==> src/rtl/tsc_pkg.sv <==
package tsc_pkg;
    localparam int SEL_W  = 3;
    localparam int MODE_W = 3;

    localparam logic [MODE_W-1:0] MODE_RESTART = 3'd4;
    localparam logic [MODE_W-1:0] MODE_PAUSE   = 3'd5;
    localparam logic [MODE_W-1:0] MODE_EVENT   = 3'd6;
    localparam logic [MODE_W-1:0] MODE_EXTCLK  = 3'd7;

    typedef enum logic [2:0] {
        ST_OFF,
        ST_RESTART,
        ST_PAUSE,
        ST_EVT_WAIT,
        ST_EVT_RUN,
        ST_BLOCK
    } tsc_state_e;
endpackage

==> src/rtl/tsc_cond.sv <==
// Pin conditioning: synchronizer, polarity, consecutive-sample filter, edge detect.
module tsc_cond #(
    parameter int FLT_W = 4
) (
    input  logic             clk,
    input  logic             rst_n,
    input  logic             pin,
    input  logic             pol,
    input  logic [FLT_W-1:0] flt,
    output logic             lvl_out,
    output logic             rise
);
    localparam logic [FLT_W:0] ONE_F = {{FLT_W{1'b0}}, 1'b1};

    logic             s1, s2;
    logic             lvl;
    logic             filt_q, filt_d;
    logic [FLT_W-1:0] fcnt;
    logic [FLT_W:0]   fnext;

    always_ff @(posedge clk or negedge rst_n) begin
        if (!rst_n) begin
            s1 <= 1'b0;
            s2 <= 1'b0;
        end else begin
            s1 <= pin;
            s2 <= s1;
        end
    end

    assign lvl   = s2 ^ pol;
    assign fnext = {1'b0, fcnt} + ONE_F;

    always_ff @(posedge clk or negedge rst_n) begin
        if (!rst_n) begin
            filt_q <= 1'b0;
            fcnt   <= '0;
        end else if (lvl == filt_q) begin
            fcnt <= '0;
        end else if (flt == '0 || fnext >= {1'b0, flt}) begin
            filt_q <= lvl;
            fcnt   <= '0;
        end else begin
            fcnt <= fnext[FLT_W-1:0];
        end
    end

    always_ff @(posedge clk or negedge rst_n) begin
        if (!rst_n) filt_d <= 1'b0;
        else        filt_d <= filt_q;
    end

    assign lvl_out = filt_q;
    assign rise    = filt_q & ~filt_d;
endmodule

==> src/rtl/tsc_presc.sv <==
// Passes one of every 2**psc input edges.
module tsc_presc #(
    parameter int PSC_W = 2
) (
    input  logic             clk,
    input  logic             rst_n,
    input  logic             rise,
    input  logic [PSC_W-1:0] psc,
    output logic             pulse
);
    localparam int PCNT_W = (1 << PSC_W) - 1;

    logic [PCNT_W-1:0] pcnt;
    logic [PCNT_W-1:0] lim;

    always_comb begin
        lim = '0;
        for (int i = 0; i < PCNT_W; i++) begin
            if (i < int'(psc)) lim[i] = 1'b1;
        end
    end

    assign pulse = rise && (pcnt >= lim);

    always_ff @(posedge clk or negedge rst_n) begin
        if (!rst_n)     pcnt <= '0;
        else if (pulse) pcnt <= '0;
        else if (rise)  pcnt <= pcnt + 1'b1;
    end
endmodule

==> src/rtl/tsc_trgsel.sv <==
// Slave trigger source multiplexer with registered internal triggers.
module tsc_trgsel
    import tsc_pkg::*;
#(
    parameter int NUM_ITRG = 4
) (
    input  logic                clk,
    input  logic                rst_n,
    input  logic [NUM_ITRG-1:0] itrg,
    input  logic [SEL_W-1:0]    sel,
    input  logic                etif_lvl,
    input  logic                etif_pulse,
    output logic                trg_lvl,
    output logic                trg_edge
);
    logic [NUM_ITRG-1:0] itrg_q, itrg_d;

    always_ff @(posedge clk or negedge rst_n) begin
        if (!rst_n) begin
            itrg_q <= '0;
            itrg_d <= '0;
        end else begin
            itrg_q <= itrg;
            itrg_d <= itrg_q;
        end
    end

    always_comb begin
        trg_lvl  = 1'b0;
        trg_edge = 1'b0;
        if (sel == {SEL_W{1'b1}}) begin
            trg_lvl  = etif_lvl;
            trg_edge = etif_pulse;
        end else begin
            for (int i = 0; i < NUM_ITRG; i++) begin
                if (sel == SEL_W'(i)) begin
                    trg_lvl  = itrg_q[i];
                    trg_edge = itrg_q[i] & ~itrg_d[i];
                end
            end
        end
    end
endmodule

==> src/rtl/tsc_slave_fsm.sv <==
// Slave mode state machine and counter control outputs.
module tsc_slave_fsm
    import tsc_pkg::*;
(
    input  logic              clk,
    input  logic              rst_n,
    input  logic [MODE_W-1:0] mode,
    input  logic [SEL_W-1:0]  sel,
    input  logic              ext1_en,
    input  logic              sync_dly,
    input  logic              trg_lvl,
    input  logic              trg_edge,
    input  logic              etif_pulse,
    output logic              cnt_tick,
    output logic              cnt_clr,
    output logic              cnt_gate,
    output logic              cnt_start,
    output logic              cfg_err
);
    tsc_state_e state, state_nx;
    logic       edge_d;
    logic       act_edge;
    logic       slave_mode;

    always_ff @(posedge clk or negedge rst_n) begin
        if (!rst_n) edge_d <= 1'b0;
        else        edge_d <= trg_edge;
    end

    assign act_edge   = sync_dly ? edge_d : trg_edge;
    assign slave_mode = (mode == MODE_RESTART) || (mode == MODE_PAUSE) || (mode == MODE_EVENT);
    assign cfg_err    = ext1_en && slave_mode && (sel == {SEL_W{1'b1}});

    // Counter clock source: filtered external edges win over the mode-field clock.
    always_comb begin
        if (ext1_en)                  cnt_tick = etif_pulse;
        else if (mode == MODE_EXTCLK) cnt_tick = trg_edge;
        else                          cnt_tick = 1'b1;
    end

    always_comb begin
        state_nx = ST_OFF;
        if (cfg_err) begin
            state_nx = ST_BLOCK;
        end else begin
            unique case (mode)
                MODE_RESTART: state_nx = ST_RESTART;
                MODE_PAUSE:   state_nx = ST_PAUSE;
                MODE_EVENT: begin
                    if (state == ST_EVT_RUN || (state == ST_EVT_WAIT && act_edge))
                        state_nx = ST_EVT_RUN;
                    else
                        state_nx = ST_EVT_WAIT;
                end
                default:      state_nx = ST_OFF;
            endcase
        end
    end

    always_ff @(posedge clk or negedge rst_n) begin
        if (!rst_n) state <= ST_OFF;
        else        state <= state_nx;
    end

    always_comb begin
        cnt_clr   = 1'b0;
        cnt_gate  = 1'b1;
        cnt_start = 1'b0;
        unique case (state)
            ST_RESTART: cnt_clr   = act_edge;
            ST_PAUSE:   cnt_gate  = trg_lvl;
            ST_EVT_RUN: cnt_start = 1'b1;
            default:    ;
        endcase
    end
endmodule

==> src/rtl/tsc_trig_slave.sv <==
module tsc_trig_slave
    import tsc_pkg::*;
#(
    parameter int NUM_ITRG = 4,
    parameter int FLT_W    = 4,
    parameter int PSC_W    = 2
) (
    input  logic                clk,
    input  logic                rst_n,
    input  logic                cfg_pol,
    input  logic                cfg_ext1_en,
    input  logic [PSC_W-1:0]    cfg_psc,
    input  logic [FLT_W-1:0]    cfg_flt,
    input  logic                cfg_sync_dly,
    input  logic [SEL_W-1:0]    cfg_trgsel,
    input  logic [MODE_W-1:0]   cfg_mode,
    input  logic                eti_pin,
    input  logic [NUM_ITRG-1:0] itrg,
    output logic                cnt_tick,
    output logic                cnt_clr,
    output logic                cnt_gate,
    output logic                cnt_start,
    output logic                cfg_err
);
    logic etif_lvl, etif_rise, etif_pulse;
    logic trg_lvl, trg_edge;

    tsc_cond #(.FLT_W(FLT_W)) u_cond (
        .clk     (clk),
        .rst_n   (rst_n),
        .pin     (eti_pin),
        .pol     (cfg_pol),
        .flt     (cfg_flt),
        .lvl_out (etif_lvl),
        .rise    (etif_rise)
    );

    tsc_presc #(.PSC_W(PSC_W)) u_presc (
        .clk   (clk),
        .rst_n (rst_n),
        .rise  (etif_rise),
        .psc   (cfg_psc),
        .pulse (etif_pulse)
    );

    tsc_trgsel #(.NUM_ITRG(NUM_ITRG)) u_sel (
        .clk        (clk),
        .rst_n      (rst_n),
        .itrg       (itrg),
        .sel        (cfg_trgsel),
        .etif_lvl   (etif_lvl),
        .etif_pulse (etif_pulse),
        .trg_lvl    (trg_lvl),
        .trg_edge   (trg_edge)
    );

    tsc_slave_fsm u_fsm (
        .clk        (clk),
        .rst_n      (rst_n),
        .mode       (cfg_mode),
        .sel        (cfg_trgsel),
        .ext1_en    (cfg_ext1_en),
        .sync_dly   (cfg_sync_dly),
        .trg_lvl    (trg_lvl),
        .trg_edge   (trg_edge),
        .etif_pulse (etif_pulse),
        .cnt_tick   (cnt_tick),
        .cnt_clr    (cnt_clr),
        .cnt_gate   (cnt_gate),
        .cnt_start  (cnt_start),
        .cfg_err    (cfg_err)
    );
endmodule

==> config.mk <==
export PLATFORM = sky130hd
export DESIGN_NAME = tsc_trig_slave
export DESIGN_NICKNAME = d
export VERILOG_FILES = /design/src/rtl/tsc_pkg.sv /design/src/rtl/tsc_cond.sv /design/src/rtl/tsc_presc.sv /design/src/rtl/tsc_trgsel.sv /design/src/rtl/tsc_slave_fsm.sv /design/src/rtl/tsc_trig_slave.sv
export SDC_FILE = /design/constraint.sdc
export NUM_CORES = 1
export LEC_CHECK = 0
export ABC_AREA = 1
export BUFFER_PORTS_ARGS = -buffer_cell sky130_fd_sc_hd__buf_2
export CAP_MARGIN = 20
export CORE_MARGIN = 4
export CORE_UTILIZATION = 45
export CTS_CLUSTER_DIAMETER = 30
export DETAILED_ROUTE_END_ITERATION = 7
export PLACE_DENSITY = 0.71
export SETUP_SLACK_MARGIN = 0.5
export SLEW_MARGIN = 0
export SYNTH_ARGS = -nofsm -noshare
export SYNTH_HDL_FRONTEND = slang
export SYNTH_SLANG_ARGS = --single-unit
==> constraint.sdc <==
create_clock -name clk -period 1.6 [get_ports clk]
set_input_delay 0.08 -clock clk [delete_from_list [all_inputs] [get_ports clk]]
set_output_delay 0.08 -clock clk [all_outputs]
set_load 0.01 [all_outputs]
==> flow_summary.ini <==
[setup_path]
reg2reg_depth = 8
critical_path_class = flop to output port
cp-startpoint = u_presc.pcnt[2]
r2r-end = u_cond.lvl_out
worst_setup_path_start_kind = flop
crit_buf_inv = 1
crit_family = flip-flops
required_ns = 1.52
endpoint_kind = output port
r2r-start = u_cond.fcnt[1]
path_max_fanout = 3
rrSetupSlack_ns = -0.17
slowest_delay_ns = 0.44
critPathArrivalTime_ns = 1.76
slowest_stage = dfrtp_1
worst_path_most_repeated_cell = nand3_2
crit_chain = ha_4 > a21oi_2 > nand3_2 > nand3_2 > nand2_2 > nor4_4 > a21oi_1 > buf_2

[yosys]
ys_ff_latch = 23
yosys_warnings = 0
yosysSeqAreaShare_pct = 47.8
yosys.area.top_type = dfrtp_1
synthCells = 134
synthFlopType = dfrtp_1
synth-edff-count = 0
avgSynthCellArea_um2 = 8.98
async_flop_share_pct = 100
synthesis.area_um2 = 1200
synthTopCellsByArea = dfrtp_1, ha_1, inv_1, nand3_1, nand2_1
yosysTopAreaCellShare_pct = 47.8
ys_types = 24
syn_nets = 165

[final_layout]
fin_util_pct = 69.8
final_common_cell = buf_2
final_cell_mix = buf_2, dfrtp_1, inv_1, buf_4, nand2_1
areaGrowthSynthToFinish_pct = 46.3
post_route_cells_drive_above_1_share_pct = 46.5
final_area_um2 = 1760
fin_cells = 217
antenna_cells = 0
nNetsFinal = 219

[sta]
setup_slack_ns = -0.239
worst_clock_skew_ns = 0.00497
post-route-period-util_pct = 115
slew_headroom_pct = 67.1
setup-violations-final = 10
rsz0062_at_grt = yes
finalHoldViolCount = 0
worst_slew_pin_slew_ns = 0.494
slew_viol_final = 0
min_period_ns = 1.84
fmax_ghz = 0.544

[clock_tree]
cts_tree = built
clockRootBuffer = clkbuf_4
h-tree-depth = 1
numCtsBuffers = 3
cts.sinks = 23
clockBufferDepth = 2
cts.clk_slew.worst_paths_ns = 0.13
clk_latency_ns = 0.32

[global_routing]
overflow = 0
grt_pass1_vias = 1099
grt_pass1_wl_um = 4420
antenna_found_initial = 0
track_usage_pct = 16.5
grt_max_degree = 24

[pwr]
peakVddDrop_uv = 1100
p_leak_uw = 0.000914
power_density_nw_per_um2 = 1170

[die]
coreArea_um2 = 2520
rows = 18
die_area_um2 = 3570
pin_count = 27
initial_core_util_pct = 47.7
die_w_um = 59.7
fp.dieH_um = 59.7

[outcome]
status = finished, violations left
failed_checks = setup timing

[job]
drv_cap = 0

[route]
avgViaCountPerCell = 4.97
wl_per_cell_um = 12.7
vias = 1079
antenna_left = 0
drcViolationCount = 0
routed_wl_um = 2750
dr.pass1.iters = 4
drt_iter0_markers = 26

[place]
numPortBuffers = 26
place_area_um2 = 1450
gp_congestion = 0.758
dp_hpwl_um = 1930
dp_cells = 194

[worst_hold_path]
hold_path_class = primary input to flop
min_to = u_fsm.state[0]
min_path_cells = 3
min-delay-start = cfg_mode[2]
worst register-to-register path: stages (launching register included):
cell and delay, ns:
dfrtp_1 0.40, ha_1 0.31, ha_1 0.27, o21a_1 0.10, o21a_1 0.18, o21ai_2 0.15, nand2_1 0.10, nor2_1 0.10
a21oi_1 0.05
cells by family (layout without fill, tap and decap cells):
family                     Yosys count  in the layout  synth area share [%]
DFF                                 23             23                  47.8
adders and majority gates            9              9                  9.36
and+or+nand+nor                     61             61                  25.7
buffers and inverters               24             77                  7.48
AOI/OAI and AO/OA                   12             12                  6.03
xor gates and xnor gates             5              5                  3.64
routing by layer:
metal,part of all wire [%],track usage (%)
met4,1.6,3.80
met5,0,0
met1,39,17.6
met3,4.0,4.54
met2,55,31.6
Yosys cell counts (all sizes together) (2+ instances only):
| cell | instances |
|---|---|
| nor4 | 2 |
| ha | 9 |
| nand2 | 15 |
| nor2 | 15 |
| and3 | 2 |
| or2 | 2 |
| nand4 | 2 |
| dfrtp | 23 |
| a21oi | 5 |
| nand3 | 18 |
| nor3 | 4 |
| o21ai | 3 |
| inv | 24 |
| xor2 | 4 |
| o21a | 3 |
sequential cells by signal (all words and copies together), names as in the netlist:
signal and flops:
u_cond.fcnt 4, u_sel.itrg_d 4, u_sel.itrg_q 4, u_fsm.state 3, u_presc.pcnt 3, u_cond.filt_d 1, u_cond.lvl_out 1, u_cond.s1 1
u_cond.s2 1, u_fsm.edge_d 1
stage by stage:
step                      hold WS (ns)  TNS [ns]  total power, uW  setup WS (ns)
after global placement          0.0757    -0.401             1410        -0.0872
after CTS                       0.0252    -0.949             1970         -0.242
final                           0.0480     -1.26             2060         -0.239
after global routing            0.0490     -2.22             2210         -0.360
after floorplan                 -0.216    -0.135             1250        -0.0513
after detailed placement        0.0736    -0.737             1470         -0.144
area by class of cell:
class                      instances  area (um2)
fill                             172         762
multi-input combinational         87         693
sequential                        23         577
timing repair buffer              49         333
inverter                          24        90.1
tap                               30        37.5
clock buffer                       3        22.5
clock inverter                     1        7.51
worst max path at each step:
| stage | to | slack (ns) | depth (start not counted) |
|---|---|---|---|
| 3_3_place_gp | u_cond.lvl_out | -0.09 | 8 |
| 4_1_cts | cnt_tick | -0.24 | 8 |
| 5_1_grt | cnt_tick | -0.36 | 8 |
| 3_5_place_dp | u_cond.lvl_out | -0.14 | 8 |
| 6_report | cnt_tick | -0.24 | 8 |
| 2_1_floorplan | u_cond.lvl_out | -0.05 | 8 |
power breakdown:
part | leakage, uW | switching [uW] | internal (uW)
Clock | 0.0000139 | 179 | 95.5
Sequential | 0.000282 | 80.4 | 689
Combinational | 0.000617 | 510 | 502
Total | 0.000914 | 770 | 1290
what timing repair did:
action                     4_1_cts  5_1_grt
pin swaps                       10        7
gates resized for setup         21        8
buffers inserted                10        3
hold buffers                     6        0
hold endpoints to repair        28        0
setup endpoints to repair       16       16
Power figures use the tool's default switching activity.
